<file path="src/rtl/dbgchan_pkg.sv">
package dbgchan_pkg;
  localparam int CH_W     = 4;
  localparam int DATA_W   = 32;
  localparam int WORD_W   = CH_W + DATA_W;
  localparam int NUM_CH   = 16;
  localparam int ADDR_W   = 8;

  localparam logic [ADDR_W-1:0] OFS_ACC  = 8'h00;
  localparam logic [ADDR_W-1:0] OFS_CFG  = 8'h08;
  localparam logic [ADDR_W-1:0] OFS_STAT = 8'h10;
  localparam logic [ADDR_W-1:0] OFS_RXD  = 8'h18;
  localparam logic [ADDR_W-1:0] OFS_TX0  = 8'h20;
  localparam int                TX_STRIDE = 8;

  typedef enum logic [1:0] {
    TXI_OFF   = 2'd0,
    TXI_EMPTY = 2'd1,
    TXI_ROOM  = 2'd2,
    TXI_LOW   = 2'd3
  } tx_irq_mode_e;

  typedef enum logic [1:0] {
    RXI_OFF   = 2'd0,
    RXI_FULL  = 2'd1,
    RXI_AVAIL = 2'd2,
    RXI_HIGH  = 2'd3
  } rx_irq_mode_e;

  typedef struct packed {
    logic [CH_W-1:0]   ch;
    logic [DATA_W-1:0] data;
  } chan_word_t;
endpackage

</file>
<file path="src/rtl/dbgchan_fifo.sv">
module dbgchan_fifo
  import dbgchan_pkg::*;
#(
  parameter int DEPTH = 8,
  localparam int CNT_W = $clog2(DEPTH + 1),
  localparam int PTR_W = (DEPTH > 1) ? $clog2(DEPTH) : 1
) (
  input  logic             clk,
  input  logic             rst_n,
  input  logic             push,
  input  chan_word_t       push_word,
  input  logic             pop,
  output chan_word_t       head,
  output logic [CNT_W-1:0] count,
  output logic             empty,
  output logic             full
);
  chan_word_t       mem [DEPTH];
  logic [PTR_W-1:0] wr_ptr, rd_ptr;
  logic             do_push, do_pop;

  function automatic logic [PTR_W-1:0] step(input logic [PTR_W-1:0] p);
    return (p == PTR_W'(DEPTH - 1)) ? '0 : p + 1'b1;
  endfunction

  assign empty   = (count == '0);
  assign full    = (count == CNT_W'(DEPTH));
  assign do_push = push && !full;
  assign do_pop  = pop && !empty;
  assign head    = mem[rd_ptr];

  always_ff @(posedge clk) begin
    if (do_push) mem[wr_ptr] <= push_word;
  end

  always_ff @(posedge clk) begin
    if (!rst_n) begin
      wr_ptr <= '0;
      rd_ptr <= '0;
      count  <= '0;
    end else begin
      if (do_push) wr_ptr <= step(wr_ptr);
      if (do_pop)  rd_ptr <= step(rd_ptr);
      case ({do_push, do_pop})
        2'b10:   count <= count + 1'b1;
        2'b01:   count <= count - 1'b1;
        default: count <= count;
      endcase
    end
  end

  // occupancy is bounded by the depth
  a_r3_no_overflow: assert property (@(posedge clk) disable iff (!rst_n)
    count <= CNT_W'(DEPTH));
  // a push into a full queue without a pop leaves it unchanged
  a_r3_drop_when_full: assert property (@(posedge clk) disable iff (!rst_n)
    (push && full && !pop) |=> $stable(count));
  // popping an empty queue keeps it empty
  a_r8_empty_pop_inert: assert property (@(posedge clk) disable iff (!rst_n)
    (pop && empty && !push) |=> empty);
endmodule

</file>
<file path="src/rtl/dbgchan_irq.sv">
module dbgchan_irq
  import dbgchan_pkg::*;
#(
  parameter int TX_DEPTH = 8,
  parameter int RX_DEPTH = 8,
  localparam int TXC_W = $clog2(TX_DEPTH + 1),
  localparam int RXC_W = $clog2(RX_DEPTH + 1)
) (
  input  logic             clk,
  input  logic             rst_n,
  input  tx_irq_mode_e     tx_mode,
  input  rx_irq_mode_e     rx_mode,
  input  logic [TXC_W-1:0] tx_cnt,
  input  logic [RXC_W-1:0] rx_cnt,
  output logic             irq
);
  logic tx_hit, rx_hit;
  logic [31:0] tx_x4, rx_x4;

  assign tx_x4 = 32'(tx_cnt) << 2;
  assign rx_x4 = 32'(rx_cnt) << 2;

  always_comb begin
    unique case (tx_mode)
      TXI_EMPTY: tx_hit = (tx_cnt == '0);
      TXI_ROOM:  tx_hit = (tx_cnt != TXC_W'(TX_DEPTH));
      TXI_LOW:   tx_hit = (tx_x4 <= 32'(TX_DEPTH));
      default:   tx_hit = 1'b0;
    endcase
    unique case (rx_mode)
      RXI_FULL:  rx_hit = (rx_cnt == RXC_W'(RX_DEPTH));
      RXI_AVAIL: rx_hit = (rx_cnt != '0);
      RXI_HIGH:  rx_hit = (rx_x4 >= 32'(3 * RX_DEPTH));
      default:   rx_hit = 1'b0;
    endcase
  end

  assign irq = tx_hit || rx_hit;

  // both modes off keeps the line quiet
  a_r9_off_quiet: assert property (@(posedge clk) disable iff (!rst_n)
    (tx_mode == TXI_OFF && rx_mode == RXI_OFF) |-> !irq);
  // full receive queue in full mode raises the line
  a_r10_full_fires: assert property (@(posedge clk) disable iff (!rst_n)
    (rx_mode == RXI_FULL && rx_cnt == RXC_W'(RX_DEPTH)) |-> irq);
endmodule

</file>
<file path="src/rtl/dbgchan_regs.sv">
module dbgchan_regs
  import dbgchan_pkg::*;
#(
  parameter int TX_DEPTH = 8,
  parameter int RX_DEPTH = 8,
  localparam int TXC_W = $clog2(TX_DEPTH + 1),
  localparam int RXC_W = $clog2(RX_DEPTH + 1)
) (
  input  logic              clk,
  input  logic              rst_n,
  input  logic              bus_en,
  input  logic              bus_we,
  input  logic [ADDR_W-1:0] bus_addr,
  input  logic [DATA_W-1:0] bus_wdata,
  output logic [DATA_W-1:0] bus_rdata,
  input  logic [TXC_W-1:0]  tx_cnt,
  input  logic [RXC_W-1:0]  rx_cnt,
  input  logic              tx_empty,
  input  logic              tx_full,
  input  logic              rx_empty,
  input  logic              rx_full,
  input  chan_word_t        rx_head,
  output logic              tx_push,
  output chan_word_t        tx_word,
  output logic              rx_pop,
  output tx_irq_mode_e      tx_mode,
  output rx_irq_mode_e      rx_mode
);
  logic [NUM_CH-1:0] tx_hit;
  logic [CH_W-1:0]   tx_ch;
  logic [DATA_W-1:0] acc_q;
  logic              wr, rd;

  assign wr = bus_en && bus_we;
  assign rd = bus_en && !bus_we;

  for (genvar g = 0; g < NUM_CH; g++) begin : g_txdec
    assign tx_hit[g] = (bus_addr == ADDR_W'(OFS_TX0 + TX_STRIDE * g));
  end

  always_comb begin
    tx_ch = '0;
    for (int i = 0; i < NUM_CH; i++) begin
      if (tx_hit[i]) tx_ch = CH_W'(i);
    end
  end

  assign tx_push      = wr && (|tx_hit);
  assign tx_word.ch   = tx_ch;
  assign tx_word.data = bus_wdata;
  assign rx_pop       = rd && (bus_addr == OFS_RXD);

  always_ff @(posedge clk) begin
    if (!rst_n) begin
      acc_q   <= '0;
      tx_mode <= TXI_OFF;
      rx_mode <= RXI_OFF;
    end else if (wr) begin
      if (bus_addr == OFS_ACC) acc_q <= bus_wdata;
      if (bus_addr == OFS_CFG) begin
        tx_mode <= tx_irq_mode_e'(bus_wdata[19:18]);
        rx_mode <= rx_irq_mode_e'(bus_wdata[17:16]);
      end
    end
  end

  always_comb begin
    bus_rdata = '0;
    if (rd) begin
      unique case (bus_addr)
        OFS_ACC:  bus_rdata = acc_q;
        OFS_CFG:  bus_rdata = {12'h000, tx_mode, rx_mode, 8'(TX_DEPTH), 8'(RX_DEPTH)};
        OFS_STAT: bus_rdata = {8'(tx_cnt), 8'(rx_cnt), 8'h00,
                               rx_empty ? 4'h0 : rx_head.ch,
                               rx_empty, rx_full, tx_empty, tx_full};
        OFS_RXD:  bus_rdata = rx_empty ? '0 : rx_head.data;
        default:  bus_rdata = '0;
      endcase
    end
  end

  // modes only move on a configuration write
  a_r4_mode_hold: assert property (@(posedge clk) disable iff (!rst_n)
    !(wr && bus_addr == OFS_CFG) |=> ($stable(tx_mode) && $stable(rx_mode)));
  // at most one transmit channel decoded per access
  a_r2_single_channel: assert property (@(posedge clk) disable iff (!rst_n)
    $onehot0(tx_hit));
endmodule

</file>
<file path="src/rtl/dbgchan_periph.sv">
module dbgchan_periph
  import dbgchan_pkg::*;
#(
  parameter int TX_DEPTH = 8,
  parameter int RX_DEPTH = 8
) (
  input  logic        clk,
  input  logic        rst_n,
  input  logic        bus_en,
  input  logic        bus_we,
  input  logic [7:0]  bus_addr,
  input  logic [31:0] bus_wdata,
  output logic [31:0] bus_rdata,
  output logic        tx_pvalid,
  input  logic        tx_pready,
  output logic [35:0] tx_pword,
  input  logic        rx_pvalid,
  output logic        rx_pready,
  input  logic [35:0] rx_pword,
  output logic        irq
);
  localparam int TXC_W = $clog2(TX_DEPTH + 1);
  localparam int RXC_W = $clog2(RX_DEPTH + 1);

  chan_word_t       tx_in, tx_head, rx_in, rx_head;
  logic [TXC_W-1:0] tx_cnt;
  logic [RXC_W-1:0] rx_cnt;
  logic             tx_push, tx_empty, tx_full, rx_pop, rx_empty, rx_full;
  tx_irq_mode_e     tx_mode;
  rx_irq_mode_e     rx_mode;

  assign rx_in     = chan_word_t'(rx_pword);
  assign tx_pword  = tx_head;
  assign tx_pvalid = !tx_empty;
  assign rx_pready = !rx_full;

  dbgchan_regs #(.TX_DEPTH(TX_DEPTH), .RX_DEPTH(RX_DEPTH)) u_regs (
    .clk, .rst_n, .bus_en, .bus_we, .bus_addr, .bus_wdata, .bus_rdata,
    .tx_cnt, .rx_cnt, .tx_empty, .tx_full, .rx_empty, .rx_full, .rx_head,
    .tx_push, .tx_word(tx_in), .rx_pop, .tx_mode, .rx_mode
  );

  dbgchan_fifo #(.DEPTH(TX_DEPTH)) u_txq (
    .clk, .rst_n, .push(tx_push), .push_word(tx_in), .pop(tx_pready),
    .head(tx_head), .count(tx_cnt), .empty(tx_empty), .full(tx_full)
  );

  dbgchan_fifo #(.DEPTH(RX_DEPTH)) u_rxq (
    .clk, .rst_n, .push(rx_pvalid), .push_word(rx_in), .pop(rx_pop),
    .head(rx_head), .count(rx_cnt), .empty(rx_empty), .full(rx_full)
  );

  dbgchan_irq #(.TX_DEPTH(TX_DEPTH), .RX_DEPTH(RX_DEPTH)) u_irq (
    .clk, .rst_n, .tx_mode, .rx_mode, .tx_cnt, .rx_cnt, .irq
  );

  // no room advertised to the probe once the receive queue is full
  a_r6_full_blocks: assert property (@(posedge clk) disable iff (!rst_n)
    (rx_cnt == RXC_W'(RX_DEPTH)) |-> !rx_pready);
  // queued transmit data is always offered
  a_r2_valid_when_data: assert property (@(posedge clk) disable iff (!rst_n)
    (tx_cnt != '0) |-> tx_pvalid);
endmodule

</file>
<file path="config.mk">
export PLATFORM = sky130hd
export DESIGN_NAME = dbgchan_periph
export DESIGN_NICKNAME = d
export VERILOG_FILES = /design/src/rtl/dbgchan_pkg.sv /design/src/rtl/dbgchan_fifo.sv /design/src/rtl/dbgchan_irq.sv /design/src/rtl/dbgchan_regs.sv /design/src/rtl/dbgchan_periph.sv
export SDC_FILE = /design/constraint.sdc
export NUM_CORES = 1
export LEC_CHECK = 0
export ABC_AREA = 1
export BUFFER_PORTS_ARGS = -buffer_cell sky130_fd_sc_hd__buf_2
export CAP_MARGIN = 20
export CORE_UTILIZATION = 30
export CTS_BUF_LIST = sky130_fd_sc_hd__clkbuf_16
export DETAILED_ROUTE_END_ITERATION = 16
export PLACE_DENSITY = 0.48
export SYNTH_ARGS = -nofsm -noshare
export SYNTH_HDL_FRONTEND = slang
export SYNTH_SLANG_ARGS = --single-unit
</file>
<file path="constraint.sdc">
create_clock -name clk -period 4.98 [get_ports clk]
set_input_delay 0.747 -clock clk [delete_from_list [all_inputs] [get_ports clk]]
set_output_delay 0.747 -clock clk [all_outputs]
set_load 0.03 [all_outputs]
</file>
==> impl_metrics.env, run 1 <==
export IMPL_status="finished clean"
export IMPL_portBuffers=152
export IMPL_final_period_utilization=0.894
export IMPL_hold_viol_final=0
export IMPL_r2r_start="u_rxq.count[0]"
export IMPL_drv_slew=0
export IMPL_grt_pass1_vias=16600
export IMPL_critical_path_required_ns=4.23
export IMPL_endpoint_kind="primary output"
export IMPL_ys_ff_latch=638
export IMPL_period_needed_ns=4.45
export IMPL_layout_common_cells="edfxtp_1 (576), nor2_1 (506), nand2_1 (261), o21ai_0 (244), buf_2 (152)"
export IMPL_via_count=16900
export IMPL_ys_warn_count=0
export IMPL_fin_nets=2431
export IMPL_ir_drop_v=0.000267
export IMPL_fp_dieH_um=295
export IMPL_gp_congestion=0.770
export IMPL_area_growth_pct=16.5
export IMPL_row_count=107
export IMPL_synth_cell_type_count=32
export IMPL_via_per_inst=4.78
export IMPL_worst_path_buf_inv=2
export IMPL_max_slew_margin=0.273
export IMPL_hold_class="in2reg"
export IMPL_dieArea_um2=87000
export IMPL_rsz0062_at_grt="no"
export IMPL_post_cts_resized=0
export IMPL_worstSetupStartpointType="flip-flop"
export IMPL_fillers=8486
export IMPL_cp_arrival_ns=3.71
export IMPL_multi_input_area_um2=6320
export IMPL_path_class="reg2out"
export IMPL_clk_path_buf_depth=3
export IMPL_grt_busiest_layer="met2"
export IMPL_grt_overflow=0
export IMPL_syn_nets=2293
export IMPL_ctsHoldBuffers=0
export IMPL_clk_pin_slew_ns=0.06
export IMPL_crit_path_cell_trace="buf_4 -> nor2_1 -> nor2_1 -> o21ai_0 -> nand3_1 -> nand3_1 -> a31oi_1 -> buf_2"
export IMPL_seq_area_um2=18600
export IMPL_max_clock_freq_mhz=225
export IMPL_cap_violations=0
export IMPL_cts_made_buffers=71
export IMPL_ant_nets=0
export IMPL_dr_pass1_iters=6
export IMPL_layout_drive_gt1_share=0.133
export IMPL_clkSinkCount=638
export IMPL_met1_usage=0.225
export IMPL_clkLatencyLatePin_ns=0.63
export IMPL_gr_usage_met3=0.0338
export IMPL_slowest_stage="dfxtp_4"
export IMPL_p_total_uw=13800
export IMPL_synth_area_per_cell_um2=11.7
export IMPL_final_common_cell="edfxtp_1"
export IMPL_track_usage=0.164
export IMPL_cts_htree_levels=3
export IMPL_critPathMaxFanout=74
export IMPL_grt_pass1_wl_mm=106
export IMPL_die_w_um=295
export IMPL_synth_area_um2=25800
export IMPL_core_region_area_um2=85100
export IMPL_totalWireLength_mm=71.7
export IMPL_drc=0
export IMPL_critPathMaxStageDelay_ns=0.90
export IMPL_first_iter_violations=1341
export IMPL_initial_core_util=0.303
export IMPL_wl_per_cell_um=20.3
export IMPL_tns_ns=0
export IMPL_grt_use_met2=0.261
export IMPL_min_from="rx_pword[31]"
export IMPL_postCtsSetupBuffers=0
export IMPL_root_buffer="clkbuf_16"
export IMPL_cts_tree="yes"
export IMPL_synth_cells=2195
export IMPL_ys_seq_area_frac=0.720
export IMPL_worst_pin_slew_ns=1.09
export IMPL_io_pins=153
export IMPL_crit_family="buffers and inverters"
export IMPL_grt_max_degree=124
export IMPL_antenna_found_initial=11
export IMPL_finClkSkew_ns=0.0266
export IMPL_power_density_nw_per_um2=459
export IMPL_hpwlAfterDp_mm=42.8
export IMPL_setup_violations=0
export IMPL_leakagePower_uw=0.0105
stage by stage:
stage | util | setup WS, ns | hold WS (ns) | area [um2] | std cells
floorplan | - | 0.565 | 0.430 | 25800 | 2195
global placement | 0.326 | 1.12 | 0.460 | 27800 | 3402
detailed placement | 0.326 | 1.20 | 0.480 | 27800 | 3403
CTS | 0.352 | 0.555 | 0.366 | 30000 | 3533
global route | 0.352 | 0.373 | 0.381 | 30000 | 3535
finish | 0.352 | 0.527 | 0.394 | 30000 | 3535
synth_stat cells, drive strengths merged:
library cell	count	area, um2
a21oi	44	220
a22oi	1	7.51
a31oi	7	43.8
buf	70	398
clkbuf	59	221
clkinv	3	11.3
dfxtp	62	1240
edfxtp	576	17300
fa	2	40.0
ha	14	175
inv	100	378
nand2	262	986
nand3	102	510
nand3b	1	7.51
nand4	1	6.26
nor2	518	1950
nor3	7	40.0
o211a	2	20.0
o211ai	41	308
o21ai	248	1240
o31ai	1	7.51
o32ai	72	631
xnor2	2	17.5
layer usage:
layer,vias up,routed length (um)
met5,-,106
met4,16,1590
met3,121,3970
met2,402,33100
met1,8315,32900
li1,8052,-
worst register-to-register path: cells and delay by family, from the launching register on:
kind                   cells  cell delay (ns)
and+or+nand+nor            5             1.40
buffers and inverters      4             0.87
DFF                        1             0.37
layout make-up:
type,instances,area share
Sequential cell,638,0.618
Multi-Input combinational cell,1325,0.210
Clock buffer,71,0.0592
Tap cell,1144,0.0477
Timing Repair Buffer,194,0.0376
Clock inverter,59,0.0138
Inverter,103,0.0131
Antenna cell,1,0.0000834
path summary, 6_finish.rpt:
check / end / cells past startpoint / slack [ns]
max: bus_rdata[2] / 8 / 0.53
min: u_rxq.mem[4][31] / 1 / 0.39
max reg2reg: u_rxq.mem[7][27] / 9 / 2.02
min reg2reg: u_regs.acc_q[19] / 2 / 0.49
power by group:
part	switching [uW]	internal, uW
Sequential	178	5940
Combinational	1930	780
Clock	2130	2820
state kept, by name, summed over array words and instances, names as in the netlist, named ones only:
| name | cells |
|---|---|
| u_txq.mem | 288 |
| u_rxq.rd_ptr | 3 |
| u_rxq.count | 4 |
| u_txq.count | 4 |
| u_rxq.mem | 288 |
| u_regs.rx_mode | 2 |
| u_regs.tx_mode | 2 |
| u_regs.acc_q | 32 |
| u_txq.wr_ptr | 3 |
| u_txq.rd_ptr | 3 |
| u_rxq.wr_ptr | 3 |
logic make-up (layout without fill, tap and decap cells):
family / after synthesis / count (layout) / share of synthesized area
and+or+nand+nor: 891 / 891 / 0.136
DFF: 638 / 638 / 0.720
AOI/OAI and AO/OA: 416 / 416 / 0.0962
buffers and inverters: 232 / 427 / 0.0392
adders and majority gates: 16 / 16 / 0.00836
xor gates and xnor gates: 2 / 2 / 0.000680
other: 0 / 1 / 0
(Power assumes the default switching activity.)
==> run 2: changes to the inputs <==
--- a/config.mk
+++ b/config.mk
@@ -6,12 +6,12 @@
 export NUM_CORES = 1
 export LEC_CHECK = 0
 export ABC_AREA = 1
-export BUFFER_PORTS_ARGS = -buffer_cell sky130_fd_sc_hd__buf_2
 export CAP_MARGIN = 20
 export CORE_UTILIZATION = 30
 export CTS_BUF_LIST = sky130_fd_sc_hd__clkbuf_16
 export DETAILED_ROUTE_END_ITERATION = 16
-export PLACE_DENSITY = 0.48
+export DONT_BUFFER_PORTS = 1
+export PLACE_DENSITY = 0.47
 export SYNTH_ARGS = -nofsm -noshare
 export SYNTH_HDL_FRONTEND = slang
 export SYNTH_SLANG_ARGS = --single-unit
==> impl_metrics.env, run 2 (synthesis gave the netlist of run 1 again) <==
export IMPL_status="finished clean"
export IMPL_fp_dieH_um=295
export IMPL_hold_depth=0
export IMPL_dr_pass1_iters=5
export IMPL_gp_congestion=0.779
export IMPL_setup_violations=0
export IMPL_cts_htree_levels=3
export IMPL_clkSinkCount=638
export IMPL_clkLatencyLatePin_ns=0.61
export IMPL_path_class="reg2out"
export IMPL_via_per_inst=4.83
export IMPL_fin_nets=2308
export IMPL_grt_pass1_vias=16300
export IMPL_post_cts_resized=0
export IMPL_grt_overflow=0
export IMPL_ff2ff_path_depth=15
export IMPL_hpwlAfterDp_mm=41.6
export IMPL_layout_common_cells="edfxtp_1 (576), nor2_1 (506), nand2_1 (261), o21ai_0 (243), inv_1 (109)"
export IMPL_track_usage=0.165
export IMPL_via_count=16500
export IMPL_ctsHoldBuffers=0
export IMPL_fin_ws_ns=1.03
export IMPL_wl_per_cell_um=21.1
export IMPL_grt_max_degree=106
export IMPL_rsz0062_at_grt="no"
export IMPL_row_count=107
export IMPL_p_total_uw=13200
export IMPL_clk_path_buf_depth=3
export IMPL_cp_arrival_ns=3.20
export IMPL_layout_drive_gt1_share=0.0844
export IMPL_finClkSkew_ns=0.0272
export IMPL_antenna_found_initial=1
export IMPL_power_density_nw_per_um2=451
export IMPL_clk_pin_slew_ns=0.06
export IMPL_worst_pin_slew_ns=1.02
export IMPL_postCtsSetupBuffers=0
export IMPL_final_common_cell="edfxtp_1"
export IMPL_area_growth_pct=13.8
export IMPL_antenna_cells=0
export IMPL_hold_viol_final=0
export IMPL_cap_violations=0
export IMPL_endpoint_kind="primary output"
export IMPL_leakagePower_uw=0.00994
export IMPL_grt_pass1_wl_mm=106
export IMPL_ir_drop_v=0.000299
export IMPL_max_slew_margin=0.317
export IMPL_tns_ns=0
export IMPL_ant_nets=0
export IMPL_initial_core_util=0.303
export IMPL_first_iter_violations=1276
export IMPL_place_ws_ns=1.51
export IMPL_critical_path_required_ns=4.23
export IMPL_core_region_area_um2=85100
export IMPL_critPathMaxFanout=55
export IMPL_root_buffer="clkbuf_16"
export IMPL_cts_made_buffers=71
export IMPL_period_needed_ns=3.95
export IMPL_io_pins=153
export IMPL_drv_slew=0
export IMPL_max_clock_freq_mhz=253
export IMPL_drc=0
export IMPL_cts_tree="yes"
export IMPL_portBuffers=0
export IMPL_totalWireLength_mm=71.7
export IMPL_die_w_um=295
export IMPL_worstSetupStartpointType="flip-flop"
export IMPL_dieArea_um2=87000
export IMPL_final_period_utilization=0.793
export IMPL_reg_largest_list="u_rxq.mem: 288 flops, u_txq.mem: 288 flops, u_regs.acc_q: 32 flops"
export IMPL_hold_class="in2reg"
==> run 2: changes by cell type in the layout (fill, tap and decap cells not counted), sizes merged <==
cell    change
inv         -4
buf       -123
bufinv      -3
diode       -1
clkinv      +2
==> run 2: metrics by stage <==
stage,cells,hold WS (ns),area (um2),util
after floorplan,2195,0.430,25800,-
after global placement,3280,0.442,27200,0.320
after detailed placement,3280,0.462,27200,0.320
after CTS,3405,0.181,29300,0.344
after global routing,3406,0.175,29300,0.344
final,3406,0.218,29300,0.344
==> run 2: path summary, 6_finish.rpt <==
| kind | from | end | slack (ns) |
|---|---|---|---|
| min reg2reg | u_regs.acc_q[19] | u_regs.acc_q[19] | 0.47 |
| min | rx_pword[33] | u_rxq.mem[7][33] | 0.22 |
| max | flip-flop | bus_rdata[6] | 1.03 |
| max reg2reg | u_rxq.count[1] | u_rxq.count[3] | 1.88 |
==> run 2: final cells by class <==
type                       instances  area [um2]
fill                            8464       55800
sequential                       638       18600
multi-input combinational       1325        6320
clock buffer                      71        1780
tap                             1144        1430
timing repair buffer              71         553
inverter                         103         394
clock inverter                    54         287
==> run 2: where the power goes <==
group	total, uW	internal, uW	switching, uW
combinational	2370	561	1810
clock	4720	2640	2080
sequential	6120	5950	170
total	13200	9150	4060
==> run 2: metal layers <==
| metal | global-route usage | part of all wire | vias up |
|---|---|---|---|
| met3 | 0.0429 | 0.067 | 110 |
| met4 | 0.0484 | 0.026 | 0 |
| met2 | 0.271 | 0.47 | 400 |
| met5 | 0 | 0 | - |
| met1 | 0.213 | 0.44 | 8157 |
| li1 | - | - | 7793 |
==> run 2: critical path: stages (launching register included) <==
cell and delay, ns:
dfxtp_4 0.76, buf_4 0.65, nand3_1 0.15, nand3_1 0.11
nand3_1 0.17, nand2_1 0.13, nand2_1 0.07, a21oi_1 0.30
buf_4 0.23
